`config.mk`:
```
export PLATFORM = sky130hd
export DESIGN_NAME = ltc_top
export DESIGN_NICKNAME = d
export VERILOG_FILES = /design/src/rtl/ltc_pkg.sv /design/src/rtl/ltc_dec_gate.sv /design/src/rtl/ltc_ctrl.sv /design/src/rtl/ltc_mem.sv /design/src/rtl/ltc_top.sv
export SDC_FILE = /design/constraint.sdc
export NUM_CORES = 1
export LEC_CHECK = 0
export BUFFER_PORTS_ARGS = -buffer_cell sky130_fd_sc_hd__buf_2
export CAP_MARGIN = 20
export CORE_MARGIN = 1.5
export CORE_UTILIZATION = 30
export CTS_BUF_LIST = sky130_fd_sc_hd__clkbuf_16
export DETAILED_ROUTE_END_ITERATION = 16
export PLACE_DENSITY = 0.42
export SLEW_MARGIN = 10
export SYNTH_ARGS = -nofsm -noshare
export SYNTH_HDL_FRONTEND = slang
export SYNTH_SLANG_ARGS = --single-unit
```
`constraint.sdc`:
```
create_clock -name clk -period 1.38 [get_ports clk]
set_input_delay 0.069 -clock clk [delete_from_list [all_inputs] [get_ports clk]]
set_output_delay 0.069 -clock clk [all_outputs]
set_load 0.005 [all_outputs]
```
`src/rtl/ltc_pkg.sv`:
```
package ltc_pkg;

  typedef enum logic [1:0] {
    CH_ONE = 2'd0,
    CH_TWO = 2'd1,
    CH_ALL = 2'd2,
    CH_ALX = 2'd3
  } chmode_e;

  // active channel count for a channel setting
  function automatic int unsigned grp_of(input logic [1:0] m, input int unsigned nch);
    case (chmode_e'(m))
      CH_ONE:  return 1;
      CH_TWO:  return 2;
      default: return nch;
    endcase
  endfunction

endpackage

```
`src/rtl/ltc_dec_gate.sv`:
```
module ltc_dec_gate #(
  parameter int RW = 12
) (
  input  logic          clk,
  input  logic          rst_n,
  input  logic          clr,
  input  logic          en,
  input  logic [RW-1:0] ratio,
  output logic          take
);

  logic [RW-1:0] cnt_q, cnt_d, lim_m1;

  assign lim_m1 = (ratio == '0) ? '0 : ratio - RW'(1);
  assign take   = en && (cnt_q == '0);

  always_comb begin
    cnt_d = cnt_q;
    if (clr)
      cnt_d = '0;
    else if (en)
      cnt_d = (cnt_q >= lim_m1) ? '0 : cnt_q + RW'(1);
  end

  always_ff @(posedge clk or negedge rst_n) begin
    if (!rst_n) cnt_q <= '0;
    else        cnt_q <= cnt_d;
  end

endmodule

```
`src/rtl/ltc_ctrl.sv`:
```
module ltc_ctrl #(
  parameter int DEPTH = 96,
  parameter int NCH   = 4,
  parameter int RW    = 12,
  parameter int AW    = 7,
  parameter int GW    = 3
) (
  input  logic          clk,
  input  logic          rst_n,
  input  logic          start_req,
  input  logic [1:0]    mode_in,
  input  logic [RW-1:0] ratio_in,
  input  logic          take,
  input  logic          rd_last,
  output logic          go,
  output logic          we,
  output logic [AW-1:0] base,
  output logic [GW-1:0] grp,
  output logic [RW-1:0] ratio,
  output logic          busy,
  output logic          done
);

  logic          busy_q, busy_d, done_q, done_d;
  logic [1:0]    mode_q, mode_d;
  logic [RW-1:0] ratio_q, ratio_d;
  logic [AW-1:0] base_q, base_d;
  logic          last;

  assign go    = start_req && !busy_q;
  assign we    = busy_q && take;
  assign grp   = GW'(ltc_pkg::grp_of(mode_q, NCH));
  assign last  = (({1'b0, base_q} + (AW+1)'(grp)) == (AW+1)'(DEPTH));
  assign base  = base_q;
  assign ratio = ratio_q;
  assign busy  = busy_q;
  assign done  = done_q;

  always_comb begin
    busy_d  = busy_q;
    done_d  = done_q;
    mode_d  = mode_q;
    ratio_d = ratio_q;
    base_d  = base_q;
    if (go) begin
      busy_d  = 1'b1;
      done_d  = 1'b0;
      base_d  = '0;
      mode_d  = mode_in;
      ratio_d = ratio_in;
    end else begin
      if (we) begin
        if (last) begin
          busy_d = 1'b0;
          done_d = 1'b1;
        end else begin
          base_d = base_q + AW'(grp);
        end
      end
      if (done_q && rd_last) done_d = 1'b0;
    end
  end

  always_ff @(posedge clk or negedge rst_n) begin
    if (!rst_n) begin
      busy_q  <= 1'b0;
      done_q  <= 1'b0;
      mode_q  <= 2'd0;
      ratio_q <= '0;
      base_q  <= '0;
    end else begin
      busy_q  <= busy_d;
      done_q  <= done_d;
      mode_q  <= mode_d;
      ratio_q <= ratio_d;
      base_q  <= base_d;
    end
  end

endmodule

```
`src/rtl/ltc_mem.sv`:
```
module ltc_mem #(
  parameter int DEPTH = 96,
  parameter int NCH   = 4,
  parameter int SW    = 10,
  parameter int AW    = 7,
  parameter int GW    = 3
) (
  input  logic              clk,
  input  logic              rst_n,
  input  logic              we,
  input  logic [AW-1:0]     base,
  input  logic [GW-1:0]     grp,
  input  logic [NCH*SW-1:0] wdata,
  input  logic              rd_en,
  input  logic [AW-1:0]     rd_addr,
  output logic [SW-1:0]     rd_data
);

  localparam int CW = (NCH > 1) ? $clog2(NCH) : 1;

  logic [DEPTH-1:0][SW-1:0] cells;
  logic [SW-1:0]            rd_q, rd_d;

  for (genvar i = 0; i < DEPTH; i++) begin : g_ent
    localparam logic [AW:0] IDX = (AW+1)'(i);
    logic [AW:0]   off;
    logic [CW-1:0] sel;
    logic          hit;
    logic [SW-1:0] cell_q;

    assign off = IDX - {1'b0, base};
    assign sel = CW'(IDX - {1'b0, base});
    assign hit = we && ({1'b0, base} <= IDX) && (off < (AW+1)'(grp));

    // storage cells carry no reset
    always_ff @(posedge clk) begin
      if (hit) cell_q <= wdata[SW*sel +: SW];
    end

    assign cells[i] = cell_q;
  end

  always_comb begin
    rd_d = rd_q;
    if (rd_en) begin
      rd_d = '0;
      if ({1'b0, rd_addr} < (AW+1)'(DEPTH)) rd_d = cells[rd_addr];
    end
  end

  always_ff @(posedge clk or negedge rst_n) begin
    if (!rst_n) rd_q <= '0;
    else        rd_q <= rd_d;
  end

  assign rd_data = rd_q;

endmodule

```
`src/rtl/ltc_top.sv`:
```
module ltc_top #(
  parameter int DEPTH = 96,
  parameter int NCH   = 4,
  parameter int SW    = 10,
  parameter int RW    = 12,
  localparam int AW   = $clog2(DEPTH + 1),
  localparam int GW   = $clog2(NCH + 1)
) (
  input  logic              clk,
  input  logic              rst_n,
  input  logic [1:0]        cfg_mode,
  input  logic [RW-1:0]     cfg_ratio,
  input  logic              start_pre,
  input  logic              start_sc,
  input  logic              smp_vld,
  input  logic [NCH*SW-1:0] smp_data,
  input  logic              rd_en,
  input  logic [AW-1:0]     rd_addr,
  output logic [SW-1:0]     rd_data,
  output logic              busy,
  output logic              done
);

  logic [1:0]    sync_q;
  logic          rst_sync_n;
  logic          go, we, take, rd_last;
  logic [AW-1:0] base;
  logic [GW-1:0] grp;
  logic [RW-1:0] ratio;

  always_ff @(posedge clk or negedge rst_n) begin
    if (!rst_n) sync_q <= 2'b00;
    else        sync_q <= {sync_q[0], 1'b1};
  end
  assign rst_sync_n = sync_q[1];

  assign rd_last = rd_en && ({1'b0, rd_addr} == (AW+1)'(DEPTH - 1));

  ltc_ctrl #(.DEPTH(DEPTH), .NCH(NCH), .RW(RW), .AW(AW), .GW(GW)) u_ctrl (
    .clk(clk), .rst_n(rst_sync_n),
    .start_req(start_pre || start_sc),
    .mode_in(cfg_mode), .ratio_in(cfg_ratio),
    .take(take), .rd_last(rd_last),
    .go(go), .we(we), .base(base), .grp(grp), .ratio(ratio),
    .busy(busy), .done(done)
  );

  ltc_dec_gate #(.RW(RW)) u_dec (
    .clk(clk), .rst_n(rst_sync_n),
    .clr(go), .en(busy && smp_vld), .ratio(ratio),
    .take(take)
  );

  ltc_mem #(.DEPTH(DEPTH), .NCH(NCH), .SW(SW), .AW(AW), .GW(GW)) u_mem (
    .clk(clk), .rst_n(rst_sync_n),
    .we(we), .base(base), .grp(grp), .wdata(smp_data),
    .rd_en(rd_en), .rd_addr(rd_addr), .rd_data(rd_data)
  );

endmodule

```
== Yosys cells after proc, flatten, opt, wreduce, memory -nomap -nowiden ==
Cells that the tools add are included.

* Flip-flop bits (word level): 1007
* Logic and storage cells: 824
* Output and inout bits: 12
* Bits of input ports: 67

* Equal/unequal tests: 4
* Shifts and indexed selects: 96
* Order comparisons: 195
* Multiply operators: 96
* Multiplexer cells: 18
* $add $sub $neg: 100
* Reductions and logical operators: 211

{| class="wikitable"
|+ Operator list
! cell !! count
|-
| $shiftx A40 B7 Y10 || 96
|-
| $lt A8 B3 Y1 || 96
|-
| $mul A3 B2 Y5 const A || 96
|-
| $sub A6 B7 Y8 const A || 32
|-
| $sub A7 B7 Y8 const A || 32
|-
| $le A7 B6 Y1 const B || 32
|-
| $le A7 B7 Y1 const B || 32
|-
| $logic_and A1 B1 Y1 || 198
|-
| $sub A5 B7 Y8 const A || 16
|-
| $le A7 B5 Y1 const B || 16
|-
| $bmux W10 S7 || 1
|-
| $sub A4 B7 Y8 const A || 8
|-
| $le A7 B4 Y1 const B || 8
|-
| $mux W12 || 4
|-
| $sub A3 B7 Y8 const A || 4
|-
| $le A7 B3 Y1 const B || 4
|-
| $logic_not A12 Y1 || 2
|-
| $mux W7 || 3
|-
| $mux W10 || 2
|-
| $sub A1 B7 Y8 const A || 2
|-
| $sub A2 B7 Y8 const A || 2
|-
| $le A7 B1 Y1 const B || 2
|-
| $le A7 B2 Y1 const B || 2
|-
| $add A12 B1 Y12 const B || 1
|-
| 18 further kinds || 29
|}

== Longest topological paths before layout ==
* Word-level depth: 8
* Mapped depth: 15
* Gate-level depth less buffers: 14

== Cells and area by module ==
A second synthesis with hierarchy kept.

* Cell total of the unflattened synthesis: 2859
* Area total of the unflattened synthesis: 46052.9 um^2

{| class="wikitable"
|+ By module, submodules not included
! module !! times used !! area each (um^2) !! cells each
|-
| ltc_mem || 1 || 43511.7 || 2564
|-
| ltc_dec_gate || 1 || 1249.9 || 151
|-
| ltc_ctrl || 1 || 1206.2 || 136
|-
| ltc_top || 1 || 85.1 || 8
|}

== Worst setup path before layout ==
Ideal clock, no wire load.

* Kind: register to register
* Start: register u_ctrl.base_q[1] (netlist: u_ctrl.base[1])
* End: register u_mem.g_ent[90].cell_q[0] (enable)
* Stages on the path, launching flop included: 12
* Arrival time: 4.657 ns
* Buffers on the path: 2
* Setup slack: -3.711 ns
* Setup time: 0.434 ns
* Cells stage by stage: dfrtp_1 inv_2 ha_1 buf_1 clkbuf_1 inv_1 ha_1 a21o_1 a21oi_1 and2_1 nand2_1 a2111oi_0

* Longest elaborated chain between the ends: 3

{| class="wikitable"
|+ Ends and longest elaborated chain
! what !! line !! text
|-
| start: declaration || ltc_ctrl.sv:27 || <nowiki>logic [AW-1:0] base_q, base_d;</nowiki>
|-
| start signal: assignment || ltc_ctrl.sv:76 || <nowiki>base_q <= base_d;</nowiki>
|-
| $sub A7 B7 Y8 or $le A7 B7 Y1 (tied branches) || ltc_mem.sv:31, ltc_mem.sv:33 ||
|-
| $lt A8 B3 Y1 or $logic_and A1 B1 Y1 (tied branches) || ltc_mem.sv:33 || <nowiki>assign hit = we && ({1'b0, base} <= IDX) && (off < (AW+1)'(grp));</nowiki>
|-
| $logic_and A1 B1 Y1 (*) || ltc_mem.sv:33 ||
|-
| net u_mem.g_ent[90].hit || ltc_mem.sv:28 || <nowiki>logic hit;</nowiki>
|-
| end signal: assignment || ltc_mem.sv:37 || <nowiki>if (hit) cell_q <= wdata[SW*sel +: SW];</nowiki>
|-
| end: declaration || ltc_mem.sv:29 || <nowiki>logic [SW-1:0] cell_q;</nowiki>
|}

The timed path passes the listed nets; every way through them passes the cells marked *.
A chain may end at the register's enable or synchronous reset.

== Final worst setup path ==
* Start: register u_ctrl.base_q[1] (netlist: u_ctrl.base[1])
* End: register u_mem.g_ent[62].cell_q[9] (enable)

* Longest elaborated chain between the ends: 3

{| class="wikitable"
|+ Ends and longest elaborated chain
! what !! line
|-
| $sub A6 B7 Y8 or $le A7 B6 Y1 (tied branches) || ltc_mem.sv:31, ltc_mem.sv:33
|-
| $lt A8 B3 Y1 or $logic_and A1 B1 Y1 (tied branches) || ltc_mem.sv:33
|-
| $logic_and A1 B1 Y1 (*) || ltc_mem.sv:33
|-
| net u_mem.g_ent[62].hit || ltc_mem.sv:28
|-
| end signal: assignment || ltc_mem.sv:37
|-
| end: declaration || ltc_mem.sv:29
|}

Marks and branches as above.

==> impl_metrics.ini <==
[status]
outcome = finished, violations left
violations = negative setup slack

[floorplanning]
io_pins = 79
coreArea_sq_um = 152000
die_w_um = 394
rows = 143
fp.dieH_um = 394
dieArea_sq_um = 155000
initial_core_util_pct = 30.2

[cells_and_area]
fillers = 13600
area_delta_synth_final_pct = 43.1
drive_gt1_share_pct = 46.3
fin_util_pct = 43.2
nets = 4016

[route]
drcViolationCount = 0
vias_per_cell = 5.34
wl_um = 192000
detail_route.first_pass.iterations = 6
initialDrtViolationCount = 3034
vias = 32100
avgRoutedWirePerCell_um = 32.0
ant_nets = 0

[sta]
setup_ws_ns = -1.51
timing.final.crit_share_pct = 210
slew-limit-headroom_pct = 20.1
period_minus_slack_ns = 2.89
slew_viol_final = 0
worstMarginPinSlew_ns = 1.17
rsz0062_at_grt = yes
setup_tns_ns = -2302.55
skew_ns = 0.0710
max_clock_freq_ghz = 0.346
finalHoldViolations = 0
setup-violations-final = 1952

[place]
gp_congestion = 0.947
post-dp-hpwl_um = 132000
portBuffers = 78

[clock_network]
clk_latency_ns = 0.75
cts_made_buffers = 108
cts-root-buf = clkbuf_16
htree_levels = 3
clkSinkCount = 1007
cts_tree = done
clk_pin_slew_ns = 0.06
clk_path_buf_depth = 3

[pwr]
p_switching_mw = 53.0
intPower_mw = 82.2
seqPwrFrac_pct = 29.4
leakagePower_nw = 23.0
clockPowerShare_pct = 20.9
p_comb_share_pct = 49.7
powerDensity_nw_per_um2 = 2060
switching_share_pct = 39.2
vdd_drop_max_v = 0.00134

[synthesis]
synth_nets = 3062
yosysMostFrequentCell = edfxtp_1
async_flop_share_pct = 4.67
synth-seq-area-share_pct = 65.4
synth_edf_count = 960
yosys.area.top_type = edfxtp_1
ys_top_cells_by_count = edfxtp_1 (960), mux4_2 (230), nand2_1 (205)
synthCells = 2934
syn_area_per_cell_sq_um = 15.6
synth-main-ff-cell = edfxtp_1
ys_warn_count = 0
yosys-top-cells-area = edfxtp_1 (63%), mux4_2 (11%), mux2i_1 (2.9%)
netlist_area_sq_um = 45900
synth_top_area_share_pct = 62.8
ys_seq_elements = 1007
ys_types = 79

[hold_path]
holdPathStages = 3
holdCritPathClass = in2reg

[global_routing]
track_usage_pct = 23.8
grt_pass1_wl_um = 258000
antenna_found_initial = 16
grt_overflow = 0
grt_max_degree = 46
grt_pass1_vias = 32600

[run]
max-cap-violations = 0

[setup_path]
cp-start-kind = register
crit_path_end_kind = register
critical_path_class = reg2reg
crit_path_max_fanout = 5
cp.arrival_ns = 3.33
reg2reg_depth = 13
crit_required_ns = 1.81
[repair_timing]
item | CTS | global route
setup endpoints to repair | 1954 | 1956
gates resized for setup | 160 | 232
gates cloned | 13 | 25
setup buffers | 54 | 73
hold buffers | 21 | 0
hold endpoints to repair | 47 | 0
pin swaps | 45 | 79
[logic make-up after synthesis]
family / Yosys count / synth area share (%)
buffers and inverters: 232 / 2.56
muxes: 385 / 14.7
xor gates and xnor gates: 78 / 1.49
DFF: 1007 / 65.4
and+or+nand+nor: 649 / 6.92
other: 1 / 0.00818
AOI/OAI and AO/OA: 521 / 7.18
adders and majority gates: 61 / 1.70
[critical path, stage by stage, from the launching register on]
cell	delay, ns
dfrtp_2	0.43
clkinv_4	0.10
ha_4	0.29
inv_4	0.03
ha_4	0.20
a21o_4	0.22
a21oi_2	0.16
buf_6	0.14
nor2b_4	0.18
nand2_2	0.08
or2_4	0.29
nor4_4	0.17
buf_6	0.18
clkbuf_16	0.15
[placed cells by master (no fill, tap or decap), drive strengths merged, types with 70 or more instances in the layout]
cell type	netlist	final
nand2	206	206
nor2	125	125
a21oi	171	171
xnor2	70	70
clkbuf	83	134
mux2i	133	133
edfxtp	960	960
o21ai	110	110
buf	109	986
mux4	230	230
[stage by stage]
step,power (mW),instances,hold slack (ns),area (sq um),worst slack (ns)
2_1_floorplan,67.3,2934,-0.227,48400,-1.87
3_3_place_gp,98.7,5628,-0.146,58000,-1.79
3_5_place_dp,98.9,5628,-0.145,58000,-1.84
4_1_cts,131,5909,0.0169,63200,-1.47
5_1_grt,140,6002,0.0464,65700,-1.64
6_report,135,6007,0.0601,65700,-1.51
[registers in the layout, summed over array words and instances, names as in the netlist]
register,count
u_mem.g_ent.cell_q,960
u_mem.rd_data,10
u_dec.cnt_q,12
u_ctrl.mode_q,2
u_ctrl.base,7
sync_q,2
u_ctrl.done,1
u_ctrl.ratio,12
u_ctrl.busy,1
[layout make-up]
type                    count  area (sq um)  area share, %
clock buffers             109          2730           4.15
flip-flops and latches   1007         30000           45.7
clock inverters            85           752           1.15
multi-input cells        1696         18000           27.5
repair buffers           1035         11400           17.3
inverters                  40           215          0.328
diodes                      5          12.5         0.0191
well taps                2030          2540           3.87
[routing by layer]
layer	track usage (%)	share of wire [%]	vias up	wire length, um
li1	-	-	13600	-
met1	31.3	41	17000	79600
met2	40.8	49	1206	94600
met3	3.25	6.0	281	11500
met4	7.32	3.3	2	6330
met5	0	0.0068	-	13
[power groups by stage]
stage | combinational (mW) | clock (mW) | sequential, mW
2_1_floorplan | 26.9 | 0 | 40.4
3_3_place_gp | 58.6 | 0 | 40.1
3_5_place_dp | 58.7 | 0 | 40.2
4_1_cts | 62.3 | 28.9 | 39.6
5_1_grt | 69.9 | 30.0 | 39.7
6_report | 67.3 | 28.3 | 39.7
[path summary, 6_finish.rpt]
path / endpoint / startpoint / slack, ns
worst min-delay path: u_mem.g_ent[22].cell_q[7]$_DFFE_PP_ / smp_data[17] / 0.06
min in group asynchronous: sync_q[0]$_DFF_PN0_ / rst_n / 0.23
worst max-delay path: u_mem.g_ent[62].cell_q[9]$_DFFE_PP_ / u_ctrl.base[1]$_DFFE_PN0P_ / -1.51
worst min register to register: u_ctrl.ratio[3]$_DFFE_PN0P_ / sync_q[1]$_DFF_PN0_ / 0.24
worst max register to register: u_mem.g_ent[62].cell_q[9]$_DFFE_PP_ / u_ctrl.base[1]$_DFFE_PN0P_ / -1.51
max in group asynchronous: u_ctrl.base[6]$_DFFE_PN0P_ / sync_q[1]$_DFF_PN0_ / 0.76
(Power assumes the default switching activity.)
